File: config.mk
export PLATFORM = sky130hd
export DESIGN_NAME = vid_capture_frontend
export DESIGN_NICKNAME = d
export VERILOG_FILES = /design/src/rtl/vcap_pkg.sv /design/src/rtl/vcap_sync_recover.sv /design/src/rtl/vcap_pair_assembler.sv /design/src/rtl/vcap_window.sv /design/src/rtl/vid_capture_frontend.sv
export SDC_FILE = /design/constraint.sdc
export NUM_CORES = 1
export LEC_CHECK = 0
export ABC_AREA = 1
export ABC_CLOCK_PERIOD_IN_PS = 1950
export BUFFER_PORTS_ARGS = -buffer_cell sky130_fd_sc_hd__buf_2
export CAP_MARGIN = 30
export CORE_MARGIN = 2
export CORE_UTILIZATION = 45
export DETAILED_ROUTE_END_ITERATION = 16
export PLACE_DENSITY = 0.69
export SYNTH_ARGS = -nofsm -noshare
export SYNTH_HDL_FRONTEND = slang
export SYNTH_SLANG_ARGS = --single-unit
File: constraint.sdc
create_clock -name clk -period 1.95 [get_ports clk]
set_input_delay 0.0975 -clock clk [delete_from_list [all_inputs] [get_ports clk]]
set_output_delay 0.0975 -clock clk [all_outputs]
set_load 0.05 [all_outputs]
File: src/rtl/vcap_pkg.sv
// Package: shared sample width, sync-mode encoding and the pixel-pair type
// used by every stage of the capture front-end.
package vcap_pkg;

    localparam int SAMPLE_W = 8;

    typedef enum logic [1:0] {
        SYNC_LEVELS = 2'd0,
        SYNC_QUAL   = 2'd1,
        SYNC_CODES  = 2'd2,
        SYNC_ALT    = 2'd3
    } sync_mode_e;

    typedef struct packed {
        logic [SAMPLE_W-1:0] y1;
        logic [SAMPLE_W-1:0] y0;
        logic [SAMPLE_W-1:0] cr;
        logic [SAMPLE_W-1:0] cb;
    } pix_pair_t;

endpackage

File: src/rtl/vcap_sync_recover.sv
// Timing recovery: decides, word by word, whether the current input word is
// active video and whether the input is in field blanking.
// Assumes: in code mode the preamble value (all ones) never occurs as active
// luma data, so it can close the active period before the status word.
module vcap_sync_recover
    import vcap_pkg::*;
#(
    parameter int W = SAMPLE_W
) (
    input  logic         clk,
    input  logic         rst_n,
    input  logic [1:0]   mode,
    input  logic [W-1:0] lane,
    input  logic         hsync,
    input  logic         vsync,
    input  logic         qual,
    output logic         act,
    output logic         vblank
);

    localparam logic [W-1:0] ALL_ONES  = {W{1'b1}};
    localparam logic [W-1:0] ALL_ZEROS = {W{1'b0}};
    localparam int TAG_BIT = W - 1;
    localparam int V_BIT   = W - 3;
    localparam int H_BIT   = W - 4;

    logic [W-1:0] hist0, hist1, hist2;
    logic         code_hit;
    logic         in_act;
    logic         code_vb;
    logic         code_act;
    sync_mode_e   mode_e;

    assign mode_e = sync_mode_e'(mode);

    // Purpose: keep the last three lane words for preamble matching.
    always_ff @(posedge clk) begin
        if (!rst_n) begin
            hist0 <= ALL_ZEROS;
            hist1 <= ALL_ZEROS;
            hist2 <= ALL_ZEROS;
        end else begin
            hist2 <= hist1;
            hist1 <= hist0;
            hist0 <= lane;
        end
    end

    // Purpose: flag the status word that completes a timing code.
    always_comb begin
        code_hit = (hist2 == ALL_ONES) && (hist1 == ALL_ZEROS) &&
                   (hist0 == ALL_ZEROS) && lane[TAG_BIT];
    end

    // Purpose: track active period and field blanking from embedded codes.
    always_ff @(posedge clk) begin
        if (!rst_n) begin
            in_act  <= 1'b0;
            code_vb <= 1'b1;
        end else if (code_hit) begin
            in_act  <= !lane[H_BIT] && !lane[V_BIT];
            code_vb <= lane[V_BIT];
        end else if (lane == ALL_ONES) begin
            in_act  <= 1'b0;
        end
    end

    assign code_act = in_act && (lane != ALL_ONES) && !code_hit;

    // Purpose: select the active and blanking indications for the mode.
    always_comb begin
        case (mode_e)
            SYNC_QUAL: begin
                act    = qual && !vsync;
                vblank = vsync;
            end
            SYNC_CODES: begin
                act    = code_act;
                vblank = code_vb;
            end
            default: begin
                act    = !hsync && !vsync;
                vblank = vsync;
            end
        endcase
    end

endmodule

File: src/rtl/vcap_pair_assembler.sv
// Pair assembly: gathers active words into Y0/Y1/Cb/Cr pairs and keeps the
// pixel index within the line and the line index within the field.
// Assumes: each active line starts on a Cb sample (or Cb/Y0 word).
module vcap_pair_assembler
    import vcap_pkg::*;
#(
    parameter int W     = SAMPLE_W,
    parameter int CNT_W = 12
) (
    input  logic             clk,
    input  logic             rst_n,
    input  logic             wide,
    input  logic             act,
    input  logic             vblank,
    input  logic [2*W-1:0]   din,
    output logic             pair_stb,
    output pix_pair_t        pair,
    output logic [CNT_W-1:0] px,
    output logic [CNT_W-1:0] ln
);

    localparam logic [1:0] LAST_NARROW = 2'd3;
    localparam logic [1:0] LAST_WIDE   = 2'd1;

    logic [W-1:0] lo_lane, hi_lane;
    logic [1:0]   phase;
    logic [1:0]   last_phase;
    logic [W-1:0] held_cb, held_y0, held_cr;
    logic         prev_act;
    logic         line_end;

    assign lo_lane    = din[W-1:0];
    assign hi_lane    = din[2*W-1:W];
    assign last_phase = wide ? LAST_WIDE : LAST_NARROW;
    assign pair_stb   = act && (phase == last_phase);
    assign line_end   = prev_act && !act;

    // Purpose: step the word phase and the pixel index along a line.
    always_ff @(posedge clk) begin
        if (!rst_n) begin
            phase <= 2'd0;
            px    <= '0;
        end else if (!act) begin
            phase <= 2'd0;
            px    <= '0;
        end else if (phase == last_phase) begin
            phase <= 2'd0;
            px    <= px + CNT_W'(2);
        end else begin
            phase <= phase + 2'd1;
        end
    end

    // Purpose: hold the early samples of a pair until it completes.
    always_ff @(posedge clk) begin
        if (!rst_n) begin
            held_cb <= '0;
            held_y0 <= '0;
            held_cr <= '0;
        end else if (act) begin
            if (wide) begin
                if (phase == 2'd0) begin
                    held_cb <= hi_lane;
                    held_y0 <= lo_lane;
                end
            end else begin
                case (phase)
                    2'd0:    held_cb <= lo_lane;
                    2'd1:    held_y0 <= lo_lane;
                    2'd2:    held_cr <= lo_lane;
                    default: ;
                endcase
            end
        end
    end

    // Purpose: form the complete pair from held and current samples.
    always_comb begin
        pair.cb = held_cb;
        pair.y0 = held_y0;
        pair.y1 = lo_lane;
        pair.cr = wide ? hi_lane : held_cr;
    end

    // Purpose: count active lines since field blanking.
    always_ff @(posedge clk) begin
        if (!rst_n) begin
            prev_act <= 1'b0;
            ln       <= '0;
        end else begin
            prev_act <= act;
            if (vblank) begin
                ln <= '0;
            end else if (line_end) begin
                ln <= ln + CNT_W'(1);
            end
        end
    end

endmodule

File: src/rtl/vcap_window.sv
// Crop window and output register: keeps pairs inside the rectangle, marks
// start of field and end of line, and registers the result.
// Assumes: window bounds are static while a field is captured.
module vcap_window
    import vcap_pkg::*;
#(
    parameter int CNT_W = 12
) (
    input  logic             clk,
    input  logic             rst_n,
    input  logic             pair_stb,
    input  pix_pair_t        pair,
    input  logic [CNT_W-1:0] px,
    input  logic [CNT_W-1:0] ln,
    input  logic             vblank,
    input  logic [CNT_W-1:0] x0,
    input  logic [CNT_W-1:0] x1,
    input  logic [CNT_W-1:0] y0,
    input  logic [CNT_W-1:0] y1,
    output logic             out_valid,
    output pix_pair_t        out_pair,
    output logic             out_sof,
    output logic             out_eol
);

    logic [CNT_W-1:0] x0_even;
    logic [CNT_W:0]   px_next;
    logic             in_x, in_y, keep;
    logic             sof_armed;

    assign x0_even = {x0[CNT_W-1:1], 1'b0};
    assign px_next = {1'b0, px} + (CNT_W+1)'(2);

    // Purpose: decide whether the completed pair lies inside the window.
    always_comb begin
        in_x = (px >= x0_even) && (px < x1);
        in_y = (ln >= y0) && (ln < y1);
        keep = pair_stb && in_x && in_y;
    end

    // Purpose: arm the start-of-field marker during blanking.
    always_ff @(posedge clk) begin
        if (!rst_n) begin
            sof_armed <= 1'b0;
        end else if (vblank) begin
            sof_armed <= 1'b1;
        end else if (keep) begin
            sof_armed <= 1'b0;
        end
    end

    // Purpose: register the kept pair and its markers for one cycle.
    always_ff @(posedge clk) begin
        if (!rst_n) begin
            out_valid <= 1'b0;
            out_pair  <= '0;
            out_sof   <= 1'b0;
            out_eol   <= 1'b0;
        end else begin
            out_valid <= keep;
            out_sof   <= keep && sof_armed;
            out_eol   <= keep && (px_next >= {1'b0, x1});
            if (keep) begin
                out_pair <= pair;
            end
        end
    end

endmodule

File: src/rtl/vid_capture_frontend.sv
// Top: digital video capture front-end. Recovers timing, assembles 4:2:2
// pixel pairs and forwards those inside the crop window.
// Assumes: all inputs are synchronous to clk.
module vid_capture_frontend
    import vcap_pkg::*;
#(
    parameter int CNT_W = 12
) (
    input  logic                  clk,
    input  logic                  rst_n,
    input  logic [1:0]            sync_mode,
    input  logic                  wide_bus,
    input  logic [CNT_W-1:0]      win_x0,
    input  logic [CNT_W-1:0]      win_x1,
    input  logic [CNT_W-1:0]      win_y0,
    input  logic [CNT_W-1:0]      win_y1,
    input  logic [2*SAMPLE_W-1:0] din,
    input  logic                  hsync_in,
    input  logic                  vsync_in,
    input  logic                  act_in,
    output logic                  pix_valid,
    output logic [SAMPLE_W-1:0]   pix_y0,
    output logic [SAMPLE_W-1:0]   pix_y1,
    output logic [SAMPLE_W-1:0]   pix_cb,
    output logic [SAMPLE_W-1:0]   pix_cr,
    output logic                  pix_sof,
    output logic                  pix_eol
);

    logic             word_act;
    logic             vblank;
    logic             pair_stb;
    pix_pair_t        pair;
    pix_pair_t        out_pair;
    logic [CNT_W-1:0] px;
    logic [CNT_W-1:0] ln;

    vcap_sync_recover #(.W(SAMPLE_W)) u_sync (
        .clk    (clk),
        .rst_n  (rst_n),
        .mode   (sync_mode),
        .lane   (din[SAMPLE_W-1:0]),
        .hsync  (hsync_in),
        .vsync  (vsync_in),
        .qual   (act_in),
        .act    (word_act),
        .vblank (vblank)
    );

    vcap_pair_assembler #(.W(SAMPLE_W), .CNT_W(CNT_W)) u_pair (
        .clk      (clk),
        .rst_n    (rst_n),
        .wide     (wide_bus),
        .act      (word_act),
        .vblank   (vblank),
        .din      (din),
        .pair_stb (pair_stb),
        .pair     (pair),
        .px       (px),
        .ln       (ln)
    );

    vcap_window #(.CNT_W(CNT_W)) u_win (
        .clk       (clk),
        .rst_n     (rst_n),
        .pair_stb  (pair_stb),
        .pair      (pair),
        .px        (px),
        .ln        (ln),
        .vblank    (vblank),
        .x0        (win_x0),
        .x1        (win_x1),
        .y0        (win_y0),
        .y1        (win_y1),
        .out_valid (pix_valid),
        .out_pair  (out_pair),
        .out_sof   (pix_sof),
        .out_eol   (pix_eol)
    );

    assign pix_y0 = out_pair.y0;
    assign pix_y1 = out_pair.y1;
    assign pix_cb = out_pair.cb;
    assign pix_cr = out_pair.cr;

endmodule

* Word level (Yosys, flattened, before mapping)
Index checks and enable logic that the tools add are counted.
Word-level totals: register bits 113, word-level logic and storage cells 88
Operators by class: $add $sub $neg 4, magnitude comparators 5, equal/unequal tests 9, multiplexer cells 13, bitwise operators 3, reductions and logical operators 34
Operators with widths (count):
- $mux W8 | 6
- $ge A12 B12 Y1 | 2
- $lt A12 B12 Y1 | 2
- $eq A8 B8 Y1 const B | 2
- $logic_and A1 B1 Y1 | 16
- $logic_not A8 Y1 | 2
- $add A12 B2 Y13 const B | 1
- $ge A13 B12 Y1 | 1
- $add A12 B1 Y12 const B | 1
- $add A12 B2 Y12 const B | 1
- $ne A8 B8 Y1 const B | 1
- $logic_not A1 Y1 | 6
- $reduce_and A3 Y1 | 2
- $reduce_bool A2 Y1 | 3
- $mux W1 | 5
- $eq A2 B1 Y1 const B | 2
- $eq A2 B2 Y1 const B | 2
- $reduce_and A2 Y1 | 2
- $not A1 Y1 | 3
- $reduce_or A3 Y1 | 1
- $add A2 B1 Y2 const B | 1
- $eq A2 B2 Y1 | 1
- $logic_not A2 Y1 | 1
- $mux W2 | 1
- other kinds (3) | 3

* Depth between registers and ports, before layout
Gate-level depths: netlist of run 1.
depth in word-level cells 12, mapped depth 15

* Hierarchy
A second synthesis of run 1 with hierarchy kept.
Unflattened totals: cells, all modules 944, area, all modules 6444.9 µm²
Modules (own cells, without submodules):
- vcap_window | times used 1, cells an instance 504, area each 3153.0 µm², seq. area each 720.7 µm²
- vcap_pair_assembler | times used 1, cells an instance 320, area each 2352.3 µm², seq. area each 1001.0 µm²
- vcap_sync_recover | times used 1, cells an instance 120, area each 939.7 µm², seq. area each 520.5 µm²

* Least setup slack after synthesis of run 1
OpenSTA, ideal clock, no wires.
path kind register to register, from register u_pair.px[1], to register u_win.out_eol, library setup time 0.118 ns, arrival 2.029 ns, required time 1.832 ns, slack -0.197 ns, stages on the path, launching flop included 13, path buffers 0, path through dfxtp_1 -> inv_1 -> nor3_1 -> nand2_1 -> nor2_1 -> xor2_1 -> ha_1 -> nand2_1 -> nor2_1 -> a211oi_1 -> nor2_1 -> nor3_1 -> nor2_1
On the way: elaborated cells between the ends (all ways) 8, classes of those cells add/sub (1); order compare (3); reduce/logical (4)
RTL lines:
- from (decl) | line vcap_pair_assembler.sv:18 | output logic [CNT_W-1:0] px,
- from (signal assigned) | line vcap_pair_assembler.sv:48 | px <= px + CNT_W'(2);
- $add A12 B2 Y13 | line vcap_window.sv:32 | assign px_next = {1'b0, px} + (CNT_W+1)'(2);
- via u_win.px_next[1] | line vcap_window.sv:27 | logic [CNT_W:0] px_next;
- $ge A13 B12 Y1 | line vcap_window.sv:62 | out_eol <= keep && (px_next >= {1'b0, x1});
- $logic_and A1 B1 Y1 | line vcap_window.sv:62
- to (signal assigned) | line vcap_window.sv:62
- to (decl) | line vcap_window.sv:23 | output logic out_eol
The timed path passes the listed nets, and every way through them passes these cells. A chain may end at the register's enable or synchronous reset.

* Worst setup path in the final report of run 1
Ends and elaborated chain as after synthesis.

==> impl_summary.md, run 1 <==
Pwr
The peak ir drop on the vdd network is 0.0003916 V. The total power per unit cell area is around 600 nW/um2. The power spent charging and discharging nets is 1.268 mW.

The internal power is 3.564 mW. The clock network fraction of design power is 0.404. The share of total power dissipated in combinational logic is 0.108. The share of total power consumed by net switching is 0.2624. For this design the static power due to leakage is 4.056 nW.

The share of total power dissipated in sequential elements is 0.488.

Drt
The total wire length after detailed routing is ~16000 um. The average routed wire per standard cell is roughly 13 um. The number of iterations in the first detailed-routing pass is 5. The detailed router placed 5958 vias in this run. In this run, the number of DRC markers left after iteration 0 of detailed routing was 479.

Dividing the detail-routed via count by the number of cells gives 4.912. The detail route stage leaves a number of antenna-violating nets equal to 0. The final routed DRC violation total is 0.

Synthesis
The mean area per synthesized cell is roughly 7.1 um2. The synthesized design contains 0 enable-type register cells. The sequential element share of the synthesized area is 0.3559. The number of different library cells used by synthesis comes to 35. Synthesis handed over a netlist of around 900 instances. The fraction of registers with async set/reset is 0. The synthesized net count is between 1000 and 1500. Among all flip-flop cells after synthesis, the most frequent one is sky130_fd_sc_hd__dfxtp_1. The mapped cell area is 6300 um2. The count of synthesis-stage warnings from yosys is 0. The total of flip-flops plus latches after synthesis is 112.

GRT
After global routing the overflow that remains totals 0. The first global-routing pass estimated 26010 um of wire. The total routing resource utilization after global routing is 0.2189. The number of global-route vias before repair is between 5000 and 6000. The number of antenna violations at the first check in global routing is 0. Entering global routing, the biggest net connects 83 pins.

STA
Setup repair after global routing could not meet its margin everywhere. The number of hold violations in the final report came to 0. Counting I/O delays and the setup requirement, the final critical path takes around 2.1 ns.

The max-slew violation count is 0. Of the available clock period, the critical path in the final layout requires 1.069. The worst hold slack is 0.01411 ns. The achievable frequency is 479.6 MHz. The worst path setup slack after routing is -0.1353 ns. The final-report setup violation count is 27.

The relative max-transition margin is 0.7233. Clock skew on the completed layout was measured at between 0.01 and 0.015 ns. The slew at the pin closest to its max-slew limit is between 0.4 and 0.5 ns.

Layout
The filler cell count is 1312. The most frequent standard cell in the layout excluding fill and tap cells is sky130_fd_sc_hd__nand2_1. The share of final-layout standard cells stronger than drive strength 1 is 0.2614.

The area of all placed cells without fillers is 8139 um2. The core occupancy in the finished layout is 0.5909. In the final design database the tool counted 1161 nets.

0 antenna diodes ended up in the layout. The post-synthesis to final-layout area growth is 29.20%. Leaving out fill and tap cells, the most frequent cells in the layout are sky130_fd_sc_hd__nand2_1, sky130_fd_sc_hd__inv_1, sky130_fd_sc_hd__buf_2.

Clocking
The clock-pin slew of the registers on the worst-case setup and hold paths is 0.08 ns. The CTS tree is yes. The root buffer cell is sky130_fd_sc_hd__clkbuf_16. For the worst-skew pair, the clock arrives at the later sink with an insertion delay of 0.35 ns. The tree built by TritonCTS fans out to 112 sinks. Clock tree synthesis inserted a total of 9 buffers. The number of hold buffers added after cts is 0.

In this run the deepest clock path goes through 2 buffers. The maximum level of the CTS H-tree is 3.

Outcome
The flow ran to the end, but the final reports show violations. The final reports fail on setup timing.

Worst setup path
The critical path class is flop to flop. The startpoint identified for the worst register-to-register timing path is u_pair.px[1]. In this run the worst path has a maximum fanout of 4.

The source of the critical timing path is u_pair.px[1]. The required time at the endpoint of the critical path is around 2.2 ns. For the worst setup path, the data arrival time is 2.33 ns.

The number of cells on the worst reg-to-reg path is 11. The capture point of the worst reg-to-reg path is u_win.out_eol. STA classifies the critical path endpoint as a flop.

The worst setup path is launched from a flop. The worst setup slack for register-to-register paths is -0.14 ns.

Run
The max-cap check violation count is 0.

Hold path
The path class of the tightest hold or removal check is primary input to flop. The startpoint identified for the worst hold timing path is din[1]. The worst hold path terminates at u_sync.hist0[1]. The worst hold path was traced through 3 stages.

Floorplan
The vertical extent of the die is 122.3 um. The core area is 13770 um2. The floorplan has 43 rows.

The I/O pin total is 107. The area of the die is about 15000 um2. The die width is 122.3 um.

The initial core utilization is 0.4574.

Placed design
During placement, the flow inserted port buffers numbering 105. In this run the cell area measured after placement is 7213 um2. At the end of routability-driven placement, the weighted congestion stood at slightly below 0.9. The wire-length estimate of the detail-placed layout is 10910 um.
==> flip-flops by register name (all words and copies together), names as in the netlist <==
register and count:
u_pair.held_cb 8, u_pair.ln 12, u_win.out_valid 1, u_sync.hist1 8
u_win.out_pair 32, u_sync.hist0 8, u_pair.phase 2, u_win.sof_armed 1
u_pair.px 11, u_pair.held_cr 8, u_sync.in_act 1, u_pair.held_y0 8
u_win.out_eol 1, u_pair.prev_act 1, u_sync.hist2 8, u_sync.code_vb 1
u_win.out_sof 1
==> power by group through the flow <==
stage	sequential, mW	clock [mW]	combinational (mW)
CTS	2.36	1.98	0.497
detailed placement	2.41	0	0.477
global placement	2.41	0	0.467
floorplan	2.41	0	0.300
finish	2.36	1.95	0.521
global route	2.37	2.07	0.591
==> worst max-delay path, cell delays in order, from the launching register on <==
cell	delay, ns
sky130_fd_sc_hd__dfxtp_4	0.37
sky130_fd_sc_hd__inv_1	0.11
sky130_fd_sc_hd__nor3_2	0.18
sky130_fd_sc_hd__nand2_2	0.11
sky130_fd_sc_hd__nor2_4	0.16
sky130_fd_sc_hd__nand2_2	0.08
sky130_fd_sc_hd__xor2_2	0.15
sky130_fd_sc_hd__ha_1	0.30
sky130_fd_sc_hd__a21oi_1	0.18
sky130_fd_sc_hd__o211ai_1	0.10
sky130_fd_sc_hd__nor3_1	0.19
sky130_fd_sc_hd__nor2_1	0.05
==> routing by layer <==
metal	wire (um)	part of all wire	GRT usage
met1	7485	0.46	0.2934
met2	7576	0.47	0.3611
met3	781	0.048	0.03392
met4	285	0.018	0.06968
met5	0	0	0
==> worst max-delay path by stage <==
stage          cells past startpoint                end  slack (ns)
6_report                          11      u_win.out_eol       -0.14
5_1_grt                           14      u_win.out_eol       -0.24
4_1_cts                           12      u_win.out_eol       -0.13
3_5_place_dp                      14      u_win.out_eol       -0.15
3_3_place_gp                      11  u_win.out_pair[1]        -0.1
2_1_floorplan                     12      u_win.out_eol       0.003
==> timing repair <==
item	CTS	global route
gates cloned	6	0
resized for setup	50	35
setup buffers	8	1
endpoints found under the setup margin	42	47
pin swaps	24	14
==> through the flow <==
stage | worst slack [ns] | setup TNS, ns | total power, mW | cells
6_report | -0.1353 | -1.737 | 4.832 | 1213
5_1_grt | -0.2421 | -5.362 | 5.031 | 1213
4_1_cts | -0.1310 | -0.8137 | 4.833 | 1212
3_5_place_dp | -0.1518 | -3.427 | 2.891 | 1182
3_3_place_gp | -0.09546 | -2.892 | 2.879 | 1182
2_1_floorplan | 0.002565 | 0 | 2.709 | 893
==> cells in the mapped netlist, types with 3 or more instances <==
cell / number / area share
sky130_fd_sc_hd__buf_2: 9 / 0.0071
sky130_fd_sc_hd__nand4_1: 40 / 0.040
sky130_fd_sc_hd__nand2_4: 3 / 0.0054
sky130_fd_sc_hd__nand2_2: 3 / 0.0030
sky130_fd_sc_hd__ha_1: 61 / 0.12
sky130_fd_sc_hd__nand2_1: 183 / 0.11
sky130_fd_sc_hd__clkbuf_1: 14 / 0.0083
sky130_fd_sc_hd__o21ai_1: 15 / 0.012
sky130_fd_sc_hd__buf_4: 3 / 0.0036
sky130_fd_sc_hd__nor2_2: 23 / 0.023
sky130_fd_sc_hd__xor2_1: 7 / 0.0097
sky130_fd_sc_hd__buf_6: 5 / 0.0089
sky130_fd_sc_hd__inv_1: 166 / 0.099
sky130_fd_sc_hd__nand3_1: 22 / 0.017
sky130_fd_sc_hd__o21a_1: 3 / 0.0036
sky130_fd_sc_hd__nor2_1: 98 / 0.058
sky130_fd_sc_hd__dfxtp_1: 112 / 0.36
sky130_fd_sc_hd__a21boi_0: 8 / 0.0095
sky130_fd_sc_hd__o21ai_0: 41 / 0.033
sky130_fd_sc_hd__a21oi_1: 48 / 0.038
sky130_fd_sc_hd__nor3_1: 9 / 0.0071
==> cell families (layout without fill, tap and decap cells) <==
logic type | after synthesis | count (layout) | share of synthesized area
and+or+nand+nor | 389 | 389 | 0.2767
buffers and inverters | 199 | 339 | 0.1281
AOI/OAI and AO/OA | 123 | 123 | 0.1057
DFF | 112 | 112 | 0.3559
adders and majority gates | 61 | 61 | 0.1212
xor gates and xnor gates | 9 | 9 | 0.01251
==> layout make-up <==
type | instances | area [um2] | area share
multi-input combinational | 582 | 3570 | 0.4386
timing repair buffer | 155 | 1127 | 0.1385
tap | 180 | 225.2 | 0.02767
clock inverter | 7 | 88.84 | 0.01091
inverter | 168 | 635.6 | 0.07809
sequential | 112 | 2267 | 0.2786
clock buffer | 9 | 225.2 | 0.02767
No activity file was read; power rests on OpenSTA's default activity.
==> run 2: changes to the inputs <==
--- a/config.mk
+++ b/config.mk
@@ -10,8 +10,11 @@
 export BUFFER_PORTS_ARGS = -buffer_cell sky130_fd_sc_hd__buf_2
 export CAP_MARGIN = 30
+export CELL_PAD_IN_SITES_DETAIL_PLACEMENT = 0
+export CELL_PAD_IN_SITES_GLOBAL_PLACEMENT = 1
 export CORE_MARGIN = 2
-export CORE_UTILIZATION = 45
+export CORE_UTILIZATION = 37
 export DETAILED_ROUTE_END_ITERATION = 16
-export PLACE_DENSITY = 0.69
+export GPL_ROUTABILITY_DRIVEN = 0
+export PLACE_DENSITY_LB_ADDON = 0.1
 export SYNTH_ARGS = -nofsm -noshare
 export SYNTH_HDL_FRONTEND = slang
==> constraint.sdc (replaced) <==
create_clock -name clk -period 1.95 [get_ports clk]
set_input_delay 0.0975 -clock clk [delete_from_list [all_inputs] [get_ports clk]]
set_output_delay 0.0975 -clock clk [all_outputs]
set_load 0.1 [all_outputs]
==> run 2 against run 1 <==
Effect of this change:
- worst setup slack improved by 0.059 ns
- largest cell class unchanged
- the run still ends with setup timing left
- flip-flop and latch count unchanged
- cell count up 4.5%
- clock-buffer cell count increased by 1
- largest power group unchanged
- total power up 0.21%
==> impl_summary.md, run 2 (synthesized netlist as in run 1, its figures left out) <==
Outcome
The run finished, with violations left. The final reports fail on setup timing.

STA
The final setup TNS is -0.5566 ns (+1.180 ns). The slew at the pin closest to its max-slew limit is 0.5427 ns (+0.1286 ns). The achievable frequency is 493.6 MHz (+2.9%). The final-report setup violation count is 26 (-3.7%). The setup skew after layout came to 0.01047 ns (-0.002875 ns). Setup repair after global routing could not meet its margin everywhere. The minimum clock period after layout is 2.026 ns (-0.05922 ns). The number of hold violations in the final report came to 0 (unchanged).

The relative max-transition margin was 0.6378 (-0.08547). The portion of the clock cycle consumed by the worst path in the final layout is 1.039 (-0.03037). The worst path setup slack after routing was -0.07604 ns (+0.05922 ns). The max-slew violation count is 0 (unchanged).

Drt
The average routed wire per standard cell is 13.39 um (+0.71%). The number of nets with antenna violations after detailed routing was 0 (unchanged). The final routed DRC violation total is 0 (unchanged). The number of vias per cell is 4.594 (-6.5%). The number of iterations in the first detailed-routing pass is 5 (unchanged). The DRC marker count from the first detailed-route iteration is 297 (-38%). The total wire length after detailed routing is 16970 um (+5.2%). The total via count in the routed design is 5820 (-2.3%).

Clocking
The number of buffers added by the clock tree synthesis step is 9 (unchanged). The clock-pin slew of the registers on the worst-case setup and hold paths was 0.08 ns (about the same). The clock insertion delay at the later pin of the skew report came to 0.36 ns (about the same). The maximum level of the CTS H-tree is 3 (unchanged).

The number of buffers on the longest clock path is 2 (unchanged). The clock sink total is 112 (unchanged). The CTS tree is yes. The root buffer cell is sky130_fd_sc_hd__clkbuf_16.

GRT
The number of antenna violations at the first check in global routing is 1 (+1). The global route total overflow is 0 (unchanged). The total routing resource utilization after global routing is 0.1886 (-0.03030). The largest net degree at the start of global routing is 83 (unchanged). The number of global-route vias before repair is 5463 (-1.3%). The first-pass GRT wire length was 27080 um (+4.1%).

Worst setup path
The master of the slowest instance on the critical path is sky130_fd_sc_hd__dfxtp_4. The critical path class is flop to flop. The worst-path maximum fanout is 4 (unchanged). The arrival time of data at the critical path endpoint is 2.29 ns (-0.04 ns). The kind of end point of the critical path is a flop. Traced cell by cell, the critical path runs through inv_2, nor3_4, nand2_2, nor2_4, nand2_1, xor2_1, ha_1, a21oi_2, o211ai_1, nor3_2, nor2_1. The buffering stage count on the worst path with inverters included came to 1 (unchanged). The required time at the endpoint of the critical path is 2.21 ns (+0.02 ns). The maximum cell stage delay along the critical path came to 0.38 ns (about the same). The kind of start point of the critical path is a flop. The largest delay contributor family on the critical path is simple AND/OR/NAND/NOR gates.

Placed design
The number of port buffers came to 105 (unchanged). The placed wire-length estimate came to 11980 um (+9.7%). The setup slack after placement is -0.2076 ns (-0.05583 ns).

Layout
The library cells used most frequently in the layout, excluding fill and tap cells, are sky130_fd_sc_hd__nand2_1, sky130_fd_sc_hd__inv_1, sky130_fd_sc_hd__buf_2. Leaving out fill and tap cells, the most frequent cell in the layout is sky130_fd_sc_hd__nand2_1. The filler cell count is 1741 (+33%).

The number of nets in the layout came to 1175 (+1.2%). The number of flip-flops under the largest register name came to 32 (unchanged). The share of final-layout standard cells stronger than drive strength 1 is 0.2839 (+0.02256). The register containing the most flip-flops in the final layout is u_win.out_pair. The largest registers in the layout are u_win.out_pair: 32 flops, u_pair.ln: 12 flops, u_pair.px: 11 flops. Compared with the post-synthesis result, the final layout area differs by 31.66%.

Pwr
The reported leakage power is 4.133 nW (+1.9%). The total power per unit cell area is 583.8 nW/um2 (-1.7%). The peak ir drop on the vdd network came to 0.0004054 V (+3.5%).

Floorplan
The area of the die is 18090 um2 (+21%). The core area is 16640 um2 (+21%). The vertical extent of the die came to 134.5 um (+9.9%). The number of rows in the core area is 47 (+9.3%). The I/O pin total is 107 (unchanged). The die width came to 134.5 um (+9.9%). The initial core utilization came to 0.3785 (-0.07885).

Run
The max-cap check violation count was 0 (unchanged).

Hold path
The type of the worst min-delay path is primary input to flop.
==> run 2: changes by cell type in the layout (fill, tap and decap cells not counted), moves of 3 or more <==
cell,delta
sky130_fd_sc_hd__buf_12,-4
sky130_fd_sc_hd__nor2_1,-5
sky130_fd_sc_hd__nand2_2,+5
sky130_fd_sc_hd__ha_4,+3
sky130_fd_sc_hd__buf_6,+5
sky130_fd_sc_hd__nor2_2,+7
sky130_fd_sc_hd__nand2_4,+3
sky130_fd_sc_hd__buf_4,+13
sky130_fd_sc_hd__nand2_1,-8
sky130_fd_sc_hd__ha_1,-3
sky130_fd_sc_hd__buf_16,-3
==> run 2: power breakdown <==
group	switching, mW	internal [mW]	total [mW]
Sequential	0.0256	2.34	2.36
Combinational	0.327	0.229	0.557
Clock	0.914	1.01	1.92
Total	1.27	3.58	4.84
==> run 2: worst min-delay path: stages <==
cell and delay [ns]:
sky130_fd_sc_hd__buf_2 0.13, sky130_fd_sc_hd__nand2_1 0.06, sky130_fd_sc_hd__inv_1 0.04
==> run 2: repair_timing <==
action,CTS,global route
hold buffers,1,0
endpoints found under the setup margin,37,41
setup buffers,11,3
endpoints found under the hold margin,1,0
gates cloned,4,2
resized for setup,40,67
pin swaps,18,40
==> run 2: final timing paths <==
check                           cells past startpoint         endpoint            start  slack [ns]
worst max register to register                     11    u_win.out_eol     u_pair.px[2]       -0.08
worst min-delay path                                3  u_sync.hist0[6]           din[6]        0.01
worst min register to register                      2  u_sync.hist2[6]  u_sync.hist1[6]        0.43
worst max-delay path                               11    u_win.out_eol     u_pair.px[2]       -0.08
==> run 2: cell type report <==
type,instances,area [um2],area share
Antenna cell,1,2.502,0.0003017
Clock buffer,10,229.0,0.02761
Clock inverter,5,63.81,0.007693
Inverter,168,638.1,0.07693
Multi-Input combinational cell,582,3642,0.4391
Sequential cell,112,2265,0.2730
Tap cell,220,275.3,0.03319
Timing Repair Buffer,169,1179,0.1421
==> run 2: stage by stage <==
| stage | hold WS [ns] | power, mW | cells | util | instance area (um2) |
|---|---|---|---|---|---|
| 6_report | 0.01163 | 4.842 | 1267 | 0.4984 | 8294 |
| 5_1_grt | 0.03687 | 5.069 | 1266 | 0.4982 | 8292 |
| 4_1_cts | 0.002981 | 4.864 | 1263 | 0.4791 | 7974 |
| 3_5_place_dp | 0.3773 | 2.894 | 1234 | 0.4411 | 7341 |
| 3_3_place_gp | 0.3844 | 2.898 | 1234 | 0.4411 | 7341 |
| 2_1_floorplan | 0.2047 | 2.709 | 893 | - | 6311 |
==> run 2: metal layers <==
layer	GRT usage	part of all wire	vias to the layer above	routed length, um
li1	-	-	3106	-
met1	0.2716	0.51	2599	8644
met2	0.2900	0.44	102	7406
met3	0.03716	0.044	13	749
met4	0.04620	0.0098	0	166
met5	0	0	-	0
